==> src/rtl/selfid_pkg.sv <==
package selfid_pkg;

    localparam logic [1:0] SELFID_TAG = 2'b10;

    typedef struct packed {
        logic [5:0] phy_id;
        logic       link_active;
        logic [5:0] gap_count;
        logic [1:0] speed_code;
        logic       contender;
        logic [2:0] power_class;
        logic       init_reset;
    } node_cfg_t;

    typedef enum logic {
        ST_IDLE = 1'b0,
        ST_SEND = 1'b1
    } seq_state_t;

endpackage

==> src/rtl/selfid_qcount.sv <==
module selfid_qcount #(
    parameter int QMAX = 4,
    parameter int PCW  = 5,
    parameter int QIW  = 2
) (
    input  logic [PCW-1:0] port_count,
    output logic [QIW-1:0] last_idx
);

    always_comb begin
        last_idx = QIW'(QMAX - 1);
        for (int q = QMAX; q >= 1; q--) begin
            if (int'(port_count) <= 8 * q - 5) begin
                last_idx = QIW'(q - 1);
            end
        end
    end

endmodule

==> src/rtl/selfid_assemble.sv <==
module selfid_assemble
    import selfid_pkg::*;
#(
    parameter int QMAX   = 4,
    parameter int NPORTS = 27,
    parameter int QIW    = 2
) (
    input  node_cfg_t               cfg,
    input  logic [2*NPORTS-1:0]     ports,
    input  logic [QIW-1:0]          idx,
    input  logic [QIW-1:0]          last_idx,
    output logic [31:0]             quadlet
);

    logic [31:0] qw    [QMAX];
    logic [15:0] slots [QMAX];

    for (genvar k = 0; k < QMAX; k++) begin : g_quad
        for (genvar j = 0; j < 8; j++) begin : g_slot
            localparam int P = 8 * k - 5 + j;
            if (P >= 0 && P < NPORTS) begin : g_used
                assign slots[k][15-2*j -: 2] = ports[2*P +: 2];
            end else begin : g_empty
                assign slots[k][15-2*j -: 2] = 2'b00;
            end
        end

        if (k == 0) begin : g_first
            always_comb begin
                qw[k]            = '0;
                qw[k][17:2]      = slots[k];
                qw[k][31:30]     = SELFID_TAG;
                qw[k][29:24]     = cfg.phy_id;
                qw[k][23]        = 1'b0;
                qw[k][22]        = cfg.link_active;
                qw[k][21:16]     = cfg.gap_count;
                qw[k][15:14]     = cfg.speed_code;
                qw[k][11]        = cfg.contender;
                qw[k][10:8]      = cfg.power_class;
                qw[k][1]         = cfg.init_reset;
                qw[k][0]         = (QIW'(k) != last_idx);
            end
        end else begin : g_ext
            always_comb begin
                qw[k]            = '0;
                qw[k][17:2]      = slots[k];
                qw[k][31:30]     = SELFID_TAG;
                qw[k][29:24]     = cfg.phy_id;
                qw[k][23]        = 1'b1;
                qw[k][22:20]     = 3'(k - 1);
                qw[k][0]         = (QIW'(k) != last_idx);
            end
        end
    end

    assign quadlet = qw[idx];

endmodule

==> src/rtl/selfid_seq.sv <==
module selfid_seq
    import selfid_pkg::*;
#(
    parameter int NPORTS = 27,
    parameter int QIW    = 2
) (
    input  logic                clk,
    input  logic                rst_n,
    input  logic                start,
    input  logic                out_ready,
    input  node_cfg_t           cfg_in,
    input  logic [2*NPORTS-1:0] ports_in,
    input  logic [QIW-1:0]      last_in,
    output logic                out_valid,
    output logic                out_last,
    output logic                busy,
    output logic [QIW-1:0]      idx,
    output logic [QIW-1:0]      last_idx,
    output node_cfg_t           cfg_q,
    output logic [2*NPORTS-1:0] ports_q
);

    typedef struct packed {
        seq_state_t          st;
        logic [QIW-1:0]      idx;
        logic [QIW-1:0]      last_idx;
        node_cfg_t           cfg;
        logic [2*NPORTS-1:0] ports;
    } seq_reg_t;

    seq_reg_t r_d, r_q;

    always_comb begin
        r_d = r_q;
        case (r_q.st)
            ST_IDLE: begin
                if (start) begin
                    r_d.st       = ST_SEND;
                    r_d.idx      = '0;
                    r_d.last_idx = last_in;
                    r_d.cfg      = cfg_in;
                    r_d.ports    = ports_in;
                end
            end
            ST_SEND: begin
                if (out_ready) begin
                    if (r_q.idx == r_q.last_idx) begin
                        r_d.st = ST_IDLE;
                    end else begin
                        r_d.idx = r_q.idx + 1'b1;
                    end
                end
            end
            default: r_d.st = ST_IDLE;
        endcase
    end

    always_ff @(posedge clk or negedge rst_n) begin
        if (!rst_n) begin
            r_q <= '0;
        end else begin
            r_q <= r_d;
        end
    end

    assign out_valid = (r_q.st == ST_SEND);
    assign busy      = out_valid;
    assign out_last  = out_valid && (r_q.idx == r_q.last_idx);
    assign idx       = r_q.idx;
    assign last_idx  = r_q.last_idx;
    assign cfg_q     = r_q.cfg;
    assign ports_q   = r_q.ports;

    AST_IDX_BOUND: assert property (@(posedge clk) disable iff (!rst_n)
        out_valid |-> idx <= last_idx);

    AST_START_IGNORED: assert property (@(posedge clk) disable iff (!rst_n)
        (busy && start && !(out_ready && out_last)) |=> (busy && $stable(cfg_q) && $stable(ports_q)));

    AST_HOLD_IDX: assert property (@(posedge clk) disable iff (!rst_n)
        (out_valid && !out_ready) |=> (out_valid && $stable(idx)));

endmodule

==> src/rtl/selfid_gen.sv <==
module selfid_gen
    import selfid_pkg::*;
#(
    parameter int QMAX   = 4,
    localparam int NPORTS = 8 * QMAX - 5,
    localparam int PCW    = $clog2(NPORTS + 1),
    localparam int QIW    = (QMAX > 1) ? $clog2(QMAX) : 1
) (
    input  logic                clk,
    input  logic                rst_n,
    input  logic                start,
    input  logic [5:0]          phy_id,
    input  logic                link_active,
    input  logic [5:0]          gap_count,
    input  logic [1:0]          speed_code,
    input  logic                contender,
    input  logic [2:0]          power_class,
    input  logic                init_reset,
    input  logic [PCW-1:0]      port_count,
    input  logic [2*NPORTS-1:0] port_state,
    input  logic                out_ready,
    output logic                out_valid,
    output logic [31:0]         out_data,
    output logic                out_last,
    output logic                busy
);

    node_cfg_t           cfg_in;
    node_cfg_t           cfg_q;
    logic [2*NPORTS-1:0] ports_masked;
    logic [2*NPORTS-1:0] ports_q;
    logic [QIW-1:0]      last_in;
    logic [QIW-1:0]      last_idx_q;
    logic [QIW-1:0]      idx_q;

    assign cfg_in = '{phy_id:      phy_id,
                      link_active: link_active,
                      gap_count:   gap_count,
                      speed_code:  speed_code,
                      contender:   contender,
                      power_class: power_class,
                      init_reset:  init_reset};

    for (genvar p = 0; p < NPORTS; p++) begin : g_mask
        assign ports_masked[2*p +: 2] = (PCW'(p) < port_count) ? port_state[2*p +: 2] : 2'b00;
    end

    selfid_qcount #(
        .QMAX (QMAX),
        .PCW  (PCW),
        .QIW  (QIW)
    ) qcount_i (
        .port_count (port_count),
        .last_idx   (last_in)
    );

    selfid_seq #(
        .NPORTS (NPORTS),
        .QIW    (QIW)
    ) seq_i (
        .clk       (clk),
        .rst_n     (rst_n),
        .start     (start),
        .out_ready (out_ready),
        .cfg_in    (cfg_in),
        .ports_in  (ports_masked),
        .last_in   (last_in),
        .out_valid (out_valid),
        .out_last  (out_last),
        .busy      (busy),
        .idx       (idx_q),
        .last_idx  (last_idx_q),
        .cfg_q     (cfg_q),
        .ports_q   (ports_q)
    );

    selfid_assemble #(
        .QMAX   (QMAX),
        .NPORTS (NPORTS),
        .QIW    (QIW)
    ) asm_i (
        .cfg      (cfg_q),
        .ports    (ports_q),
        .idx      (idx_q),
        .last_idx (last_idx_q),
        .quadlet  (out_data)
    );

    AST_HDR_TAG: assert property (@(posedge clk) disable iff (!rst_n)
        out_valid |-> (out_data[31:30] == SELFID_TAG));

    AST_CONT_LAST: assert property (@(posedge clk) disable iff (!rst_n)
        out_valid |-> (out_last == !out_data[0]));

    AST_DATA_HOLD: assert property (@(posedge clk) disable iff (!rst_n)
        (out_valid && !out_ready) |=> (out_valid && $stable(out_data) && $stable(out_last)));

    AST_BUSY_VALID: assert property (@(posedge clk) disable iff (!rst_n)
        (out_valid && out_ready && out_last) |=> !busy);

endmodule

==> config.mk <==
export PLATFORM = sky130hd
export DESIGN_NAME = selfid_gen
export DESIGN_NICKNAME = d
export VERILOG_FILES = /design/src/rtl/selfid_pkg.sv /design/src/rtl/selfid_qcount.sv /design/src/rtl/selfid_assemble.sv /design/src/rtl/selfid_seq.sv /design/src/rtl/selfid_gen.sv
export SDC_FILE = /design/constraint.sdc
export NUM_CORES = 1
export LEC_CHECK = 0
export CORE_AREA = 5 5 135 73
export DETAILED_ROUTE_END_ITERATION = 8
export DIE_AREA = 0 0 140 78
export MAX_ROUTING_LAYER = met4
export PLACE_DENSITY_LB_ADDON = 0.25
export SYNTH_ARGS = -nofsm -noshare
export SYNTH_HDL_FRONTEND = slang
export SYNTH_SLANG_ARGS = --single-unit
==> constraint.sdc <==
create_clock -name clk -period 1.85 [get_ports clk]
set_clock_uncertainty 0.1 [all_clocks]
set_input_delay 0.185 -clock clk [delete_from_list [all_inputs] [get_ports clk]]
set_output_delay 0.185 -clock clk [all_outputs]
set_load 0.005 [all_outputs]
# After elaboration in Yosys (flattened, before gate mapping)

Cells that the tools add are included.

Divide/modulo/power cells: 0
Reduce and logical (&&, ||, !) cells: 4
Equality and inequality tests: 7
Bitwise gates (word level): 2
Multiply operators: 0
Muxes and demuxes: 38
Magnitude comparators: 31
Shift-type cells: 0
Add/sub/neg operators: 1

Operators with widths:

| kind                                                                         | count |
|---|---|
| 79-bit 2-to-1 mux                                                            | 1 |
| 32-bit binary-select mux with 2-bit select                                   | 1 |
| 32-bit 2-to-1 mux                                                            | 2 |
| 2-bit 2-to-1 mux                                                             | 30 |
| 5-bit less-than comparator (first input constant)                            | 11 |
| 4-bit by 5-bit less-than comparator with 1-bit output (first input constant) | 8 |
| 3-bit by 5-bit less-than comparator with 1-bit output (first input constant) | 4 |
| 1-bit by 5-bit less-than comparator with 1-bit output (first input constant) | 2 |
| 2-bit by 5-bit less-than comparator with 1-bit output (first input constant) | 2 |
| 2-bit inequality test (second input constant)                                | 3 |
| 3-bit one-hot mux with 2 select lines                                        | 1 |
| 5-bit by 2-bit <= comparator with 1-bit output (second input constant)       | 1 |
| 5-bit by 4-bit <= comparator with 1-bit output (second input constant)       | 1 |
| 5-bit <= comparator (second input constant)                                  | 1 |
| 2-bit inequality test (first input constant)                                 | 2 |
| 3-bit >= comparator (second input constant)                                  | 1 |
| 3-bit 2-to-1 mux                                                             | 1 |
| 2-bit inverter with 3-bit output                                             | 1 |
| 3-bit AND reduction                                                          | 1 |
| 2-bit by 1-bit adder with 2-bit output (second input constant)               | 1 |
| 2-bit == test                                                                | 1 |
| 1-bit 2-to-1 mux                                                             | 2 |
| 1-bit by 2-bit inequality test with 1-bit output (first input constant)      | 1 |
| 2-bit AND reduction                                                          | 1 |
| other kinds (3)                                                              | 3 |

ROM bits: 0
Register bits after elaboration: 79
Bits in writable memories: 0
Bits of input ports: 83
Bits in latches: 0
Memories kept: 0

# Longest topological paths before layout

Depth after elaboration: 6
Depth in mapped cells: 6
Depth with buffers taken out: 3

# By module

A second synthesis with hierarchy kept.

Cell total of the unflattened synthesis: 322
Area, all modules: 4302.9 um2

By module, submodules not included:

| module          | area an instance (um2) | instances | cells an instance | seq. area each (um2) |
|---|---|---|---|---|
| selfid_seq      | 3128.0                 | 1         | 182               | 1976.9 |
| selfid_gen      | 610.6                  | 1         | 91                | 0.0 |
| selfid_assemble | 540.5                  | 1         | 46                | 0.0 |
| selfid_qcount   | 23.8                   | 1         | 3                 | 0.0 |

# Least setup slack after synthesis

No wires, ideal clock.

Kind: reg2reg
Start point: reg seq_i.r_q, in the netlist seq_i.idx[0]
End point: reg seq_i.r_q, in the netlist seq_i.idx[1]
Stages on the path, launching flop included: 5
Setup time: 125 ps
Data arrival time: 1205 ps
Path slack: 420 ps
Path through: dfrtp_1 -> buf_2 -> inv_1 -> ha_1 -> mux2_2

Cells in the longest elaborated chain, start to end: 4
Elaborated cells between the ends (all ways): 7

RTL lines:

| what                                   | line             | text |
|---|---|---|
| from (decl)                            | selfid_seq.sv:31 | `seq_reg_t r_d, r_q;` |
| from (signal assigned)                 | selfid_seq.sv:62 | `r_q <= r_d;` |
| 2-bit by 1-bit adder with 2-bit output | selfid_seq.sv:50 | `r_d.idx = r_q.idx + 1'b1;` |
| 2-bit 2-to-1 mux                       | selfid_seq.sv:47 | `if (r_q.idx == r_q.last_idx) begin` |
| 3-bit 2-to-1 mux                       | selfid_seq.sv:46 | `if (out_ready) begin` |
| 3-bit one-hot mux with 2 select lines  | selfid_seq.sv:35 | `case (r_q.st)` |

Several ways; a longest one is shown, not always the timed one. The select of a mux whose other input is x is not followed.
A chain may end at the register's enable or synchronous reset.

# Worst setup path after layout

Start point: reg seq_i.r_q, in the netlist seq_i.idx[0]
End point: out out_data[9]

Cells in the longest elaborated chain, start to end: 4

RTL lines:

| what                                                   | line                  | text |
|---|---|---|
| 2-bit inverter with 3-bit output (implied by the code) | selfid_assemble.sv:56 | `assign quadlet = qw[idx];` |
| 32-bit binary-select mux with 2-bit select             | selfid_assemble.sv:56 |  |
| 32-bit 2-to-1 mux (implied by the code) (2 in series)  | selfid_assemble.sv:56 |  |
| to (decl)                                              | selfid_gen.sv:23      | `output logic [31:0] out_data,` |

No other way between the ends. The select of a mux whose other input is x is not followed.

==> impl_metrics.ini <==
[outcome]
status = finished with violations
violations = negative setup slack

[worst_setup_path]
reg2reg_depth = 6
crit_type = flop to output pin
required_ps = 1560
worstReg2RegStart = seq_i.idx[0]$_DFFE_PN0P_
crit_path_end_kind = output pin
crit_chain = buf_6 -> buf_6 -> buf_6 -> mux4_2 -> buf_2
rrSetupSlack_ps = 100
critical-path-max-stage-delay_ps = 480
path_delay_family = buffers and inverters
crit_path_start_kind = flop
critPathSlowestCell = mux4_2
startpoint = seq_i.idx[0]$_DFFE_PN0P_
rr_endpoint = seq_i.idx[1]$_DFFE_PN0P_
worstPathArrival_ps = 1750
crit_top_cell = buf_6
worst-path-buf-inv = 4
crit_end = out_data[9]
cp_num_cells = 5
path_max_fanout = 6

[final_layout]
drive_gt1_share_pct = 17.68
num_antenna_cells = 0
register_area_mm2 = 0.001979
multi_input_area_mm2 = 0.001659
final_area_mm2 = 0.005582
fin_nets = 622
nFillCells = 679
syn_to_final_growth_pct = 44.28

[synth]
synthAdderAreaFrac_pct = 0.3234
yosys.area_share.simple_pct = 20.83
syn_inst = 412
synth_edf_count = 0
synth_xor_area_share_pct = 0.4528
ys.flop_type = dfrtp_1
synthArstFlopShare_pct = 100.0
synth_top_family_by_area = simple AND/OR/NAND/NOR gates
syn-cell-area_mm2 = 0.003869
ys_ff_latch = 79
avgSynthCellArea_um2 = 9.390
synthMuxAreaShare_pct = 9.217
synth-compound-area-share_pct = 11.09
ys_types = 39
ys_seq_area_share_pct = 51.10
syn-num-nets = 496
ys.warnings.count = 0

[min_path]
holdCritPathClass = input pin to async pin

[clock_tree]
cts_sinks = 79
htree_levels = 3
clockRootBuffer = clkbuf_16
clock_latency_ps = 340
path_clk_slew_ps = 60
cts_tree = built
clk_path_buf_depth = 2
numCtsBuffers = 9

[timing]
final.min_clock_period_ps = 2033
slew_violations = 0
timing.hold.ws_ps = 241.0
setup_ws_ps = -182.6
timing.fmax_ghz = 0.4920
finalCritPeriodShare_pct = 109.9
setup_viol = 19
grt_setup_unrepaired = true
hold_viol = 0

[routing]
drc = 0
dr.pass1.iters = 4
vias = 3379
ant_nets = 0
drt_iter0_markers = 258
vias_per_cell = 5.120
wl_per_cell_um = 17.22
routed_wl_mm = 11.37

[power]
seq_power_share_pct = 35.8
p_sw_uw = 2689
internal_power_uw = 5694
irDropWorstVdd_uv = 683.1
clock_power_share_pct = 20.6
comb_power_share_pct = 43.5
powerDensity_mw_per_mm2 = 1502
sw_frac_of_total_pct = 32.08
p_leak_uw = 0.002576

[die]
rows = 24
core_area_mm2 = 0.008468
initial_utilization_pct = 45.69
fp.dieArea_mm2 = 0.01092
die_h_um = 78
ioPinCount = 118
fp.dieW_um = 140

[placement]
dp_hpwl_mm = 8.213
portBuffers = 115
place.gp.congestion = 0.8897
dpl_cell_area_mm2 = 0.005145
dp_slack_ps = -31.46

[grt]
grt_max_degree = 47
antenna_found_initial = 0
overflow = 0
grt_usage_pct = 22.61
grt_pass1_vias = 3546
grt_pass1_wl_mm = 18.78

[flow_run]
maxCapViolCount = 0
==> layout make-up <==
type	count	share of cell area, %
clock buffers	12	4.416
clock inverters	4	0.8070
inverters	3	0.2017
multi-input cells	292	29.72
flip-flops and latches	79	35.46
well taps	117	2.623
repair buffers	153	26.77
==> power groups by stage <==
stage / combinational, uW / sequential, uW / clock, uW
CTS: 3670 / 3000 / 1770
global route: 4030 / 3110 / 1840
detailed placement: 3450 / 2990 / 0
global placement: 3350 / 2960 / 0
finish: 3650 / 3010 / 1730
floorplan: 1920 / 2790 / 0
==> registers in the layout (all words and copies together), names as in the netlist <==
name and flops:
seq_i.ports_q 54, seq_i.cfg_q 20, seq_i.idx 2, seq_i.last_idx 2, seq_i.busy 1
==> placed cells by master (no fill, tap or decap), types with 3 or more instances in the layout <==
cell type        instances
a21oi_1                  6
a22o_1                   6
and2_1                   5
and3_1                   3
buf_12                   4
buf_2                   10
buf_4                   20
buf_6                   17
clkbuf_16                9
clkdlybuf4s50_1         93
clkinv_2                 3
dfrtp_1                 77
dlygate4sd2_1            3
mux2i_1                  3
mux4_2                  14
nand2_1                159
nand3_1                 10
nor2_1                   5
nor2_2                   4
nor3_1                   3
o21ai_0                 29
o21ai_1                 18
==> worst min-delay path by stage <==
stage	slack (ps)	to	cells past startpoint	startpoint
after global routing	290	seq_i.ports_q[36]$_DFFE_PN0P_	2	rst_n
after floorplan	-210	seq_i.busy$_DFF_PN0_	0	rst_n
final	240	seq_i.ports_q[20]$_DFFE_PN0P_	2	rst_n
after global placement	60	seq_i.ports_q[36]$_DFFE_PN0P_	1	rst_n
after CTS	250	seq_i.ports_q[36]$_DFFE_PN0P_	2	rst_n
after detailed placement	60	seq_i.ports_q[36]$_DFFE_PN0P_	1	rst_n
==> metrics by stage <==
| step | total power [uW] | cells | TNS, ps | util [%] |
|---|---|---|---|---|
| after floorplan | 4718 | 412 | 0 | - |
| after global placement | 6307 | 629 | -100.7 | 60.76 |
| after detailed placement | 6449 | 629 | -143.0 | 60.76 |
| after CTS | 8439 | 665 | -2990 | 66.12 |
| after global routing | 8985 | 660 | -3381 | 65.91 |
| final | 8383 | 660 | -2166 | 65.91 |
==> layer usage <==
metal	GRT usage, %	part of all wire (%)	up-vias	wire, um
li1	-	-	1615	-
met2	33.17	45	129	5101
met4	5.126	0.69	0	78
met5	-	0	-	0
met3	7.678	8.3	10	939
met1	30.58	46	1625	5248
==> logic make-up after synthesis <==
kind of cell | count (synthesis)
other | 2
and+or+nand+nor | 197
adders and majority gates | 1
buffers and inverters | 41
muxes | 18
xor gates and xnor gates | 2
AOI/OAI and AO/OA | 72
DFF | 79
==> Yosys cell counts (5+ instances only) <==
master | number | area [um^2]
nand2_1 | 159 | 596.8
dfrtp_1 | 79 | 1977
o21ai_0 | 30 | 150.1
buf_2 | 18 | 90.09
buf_4 | 17 | 127.6
o21ai_1 | 17 | 85.08
mux4_2 | 14 | 315.3
nand3_1 | 10 | 50.05
nor2_1 | 7 | 26.28
a21oi_1 | 6 | 30.03
a22o_1 | 6 | 52.55
and2_1 | 5 | 31.28
==> what timing repair did <==
item,CTS,global route
buffers inserted,19,2
setup endpoints to repair,25,23
hold endpoints to repair,33,0
gates resized for setup,85,15
cloned,0,0
pin swaps,1,0
hold buffers,1,0
Note: power is estimated with default switching activity, not from simulation.
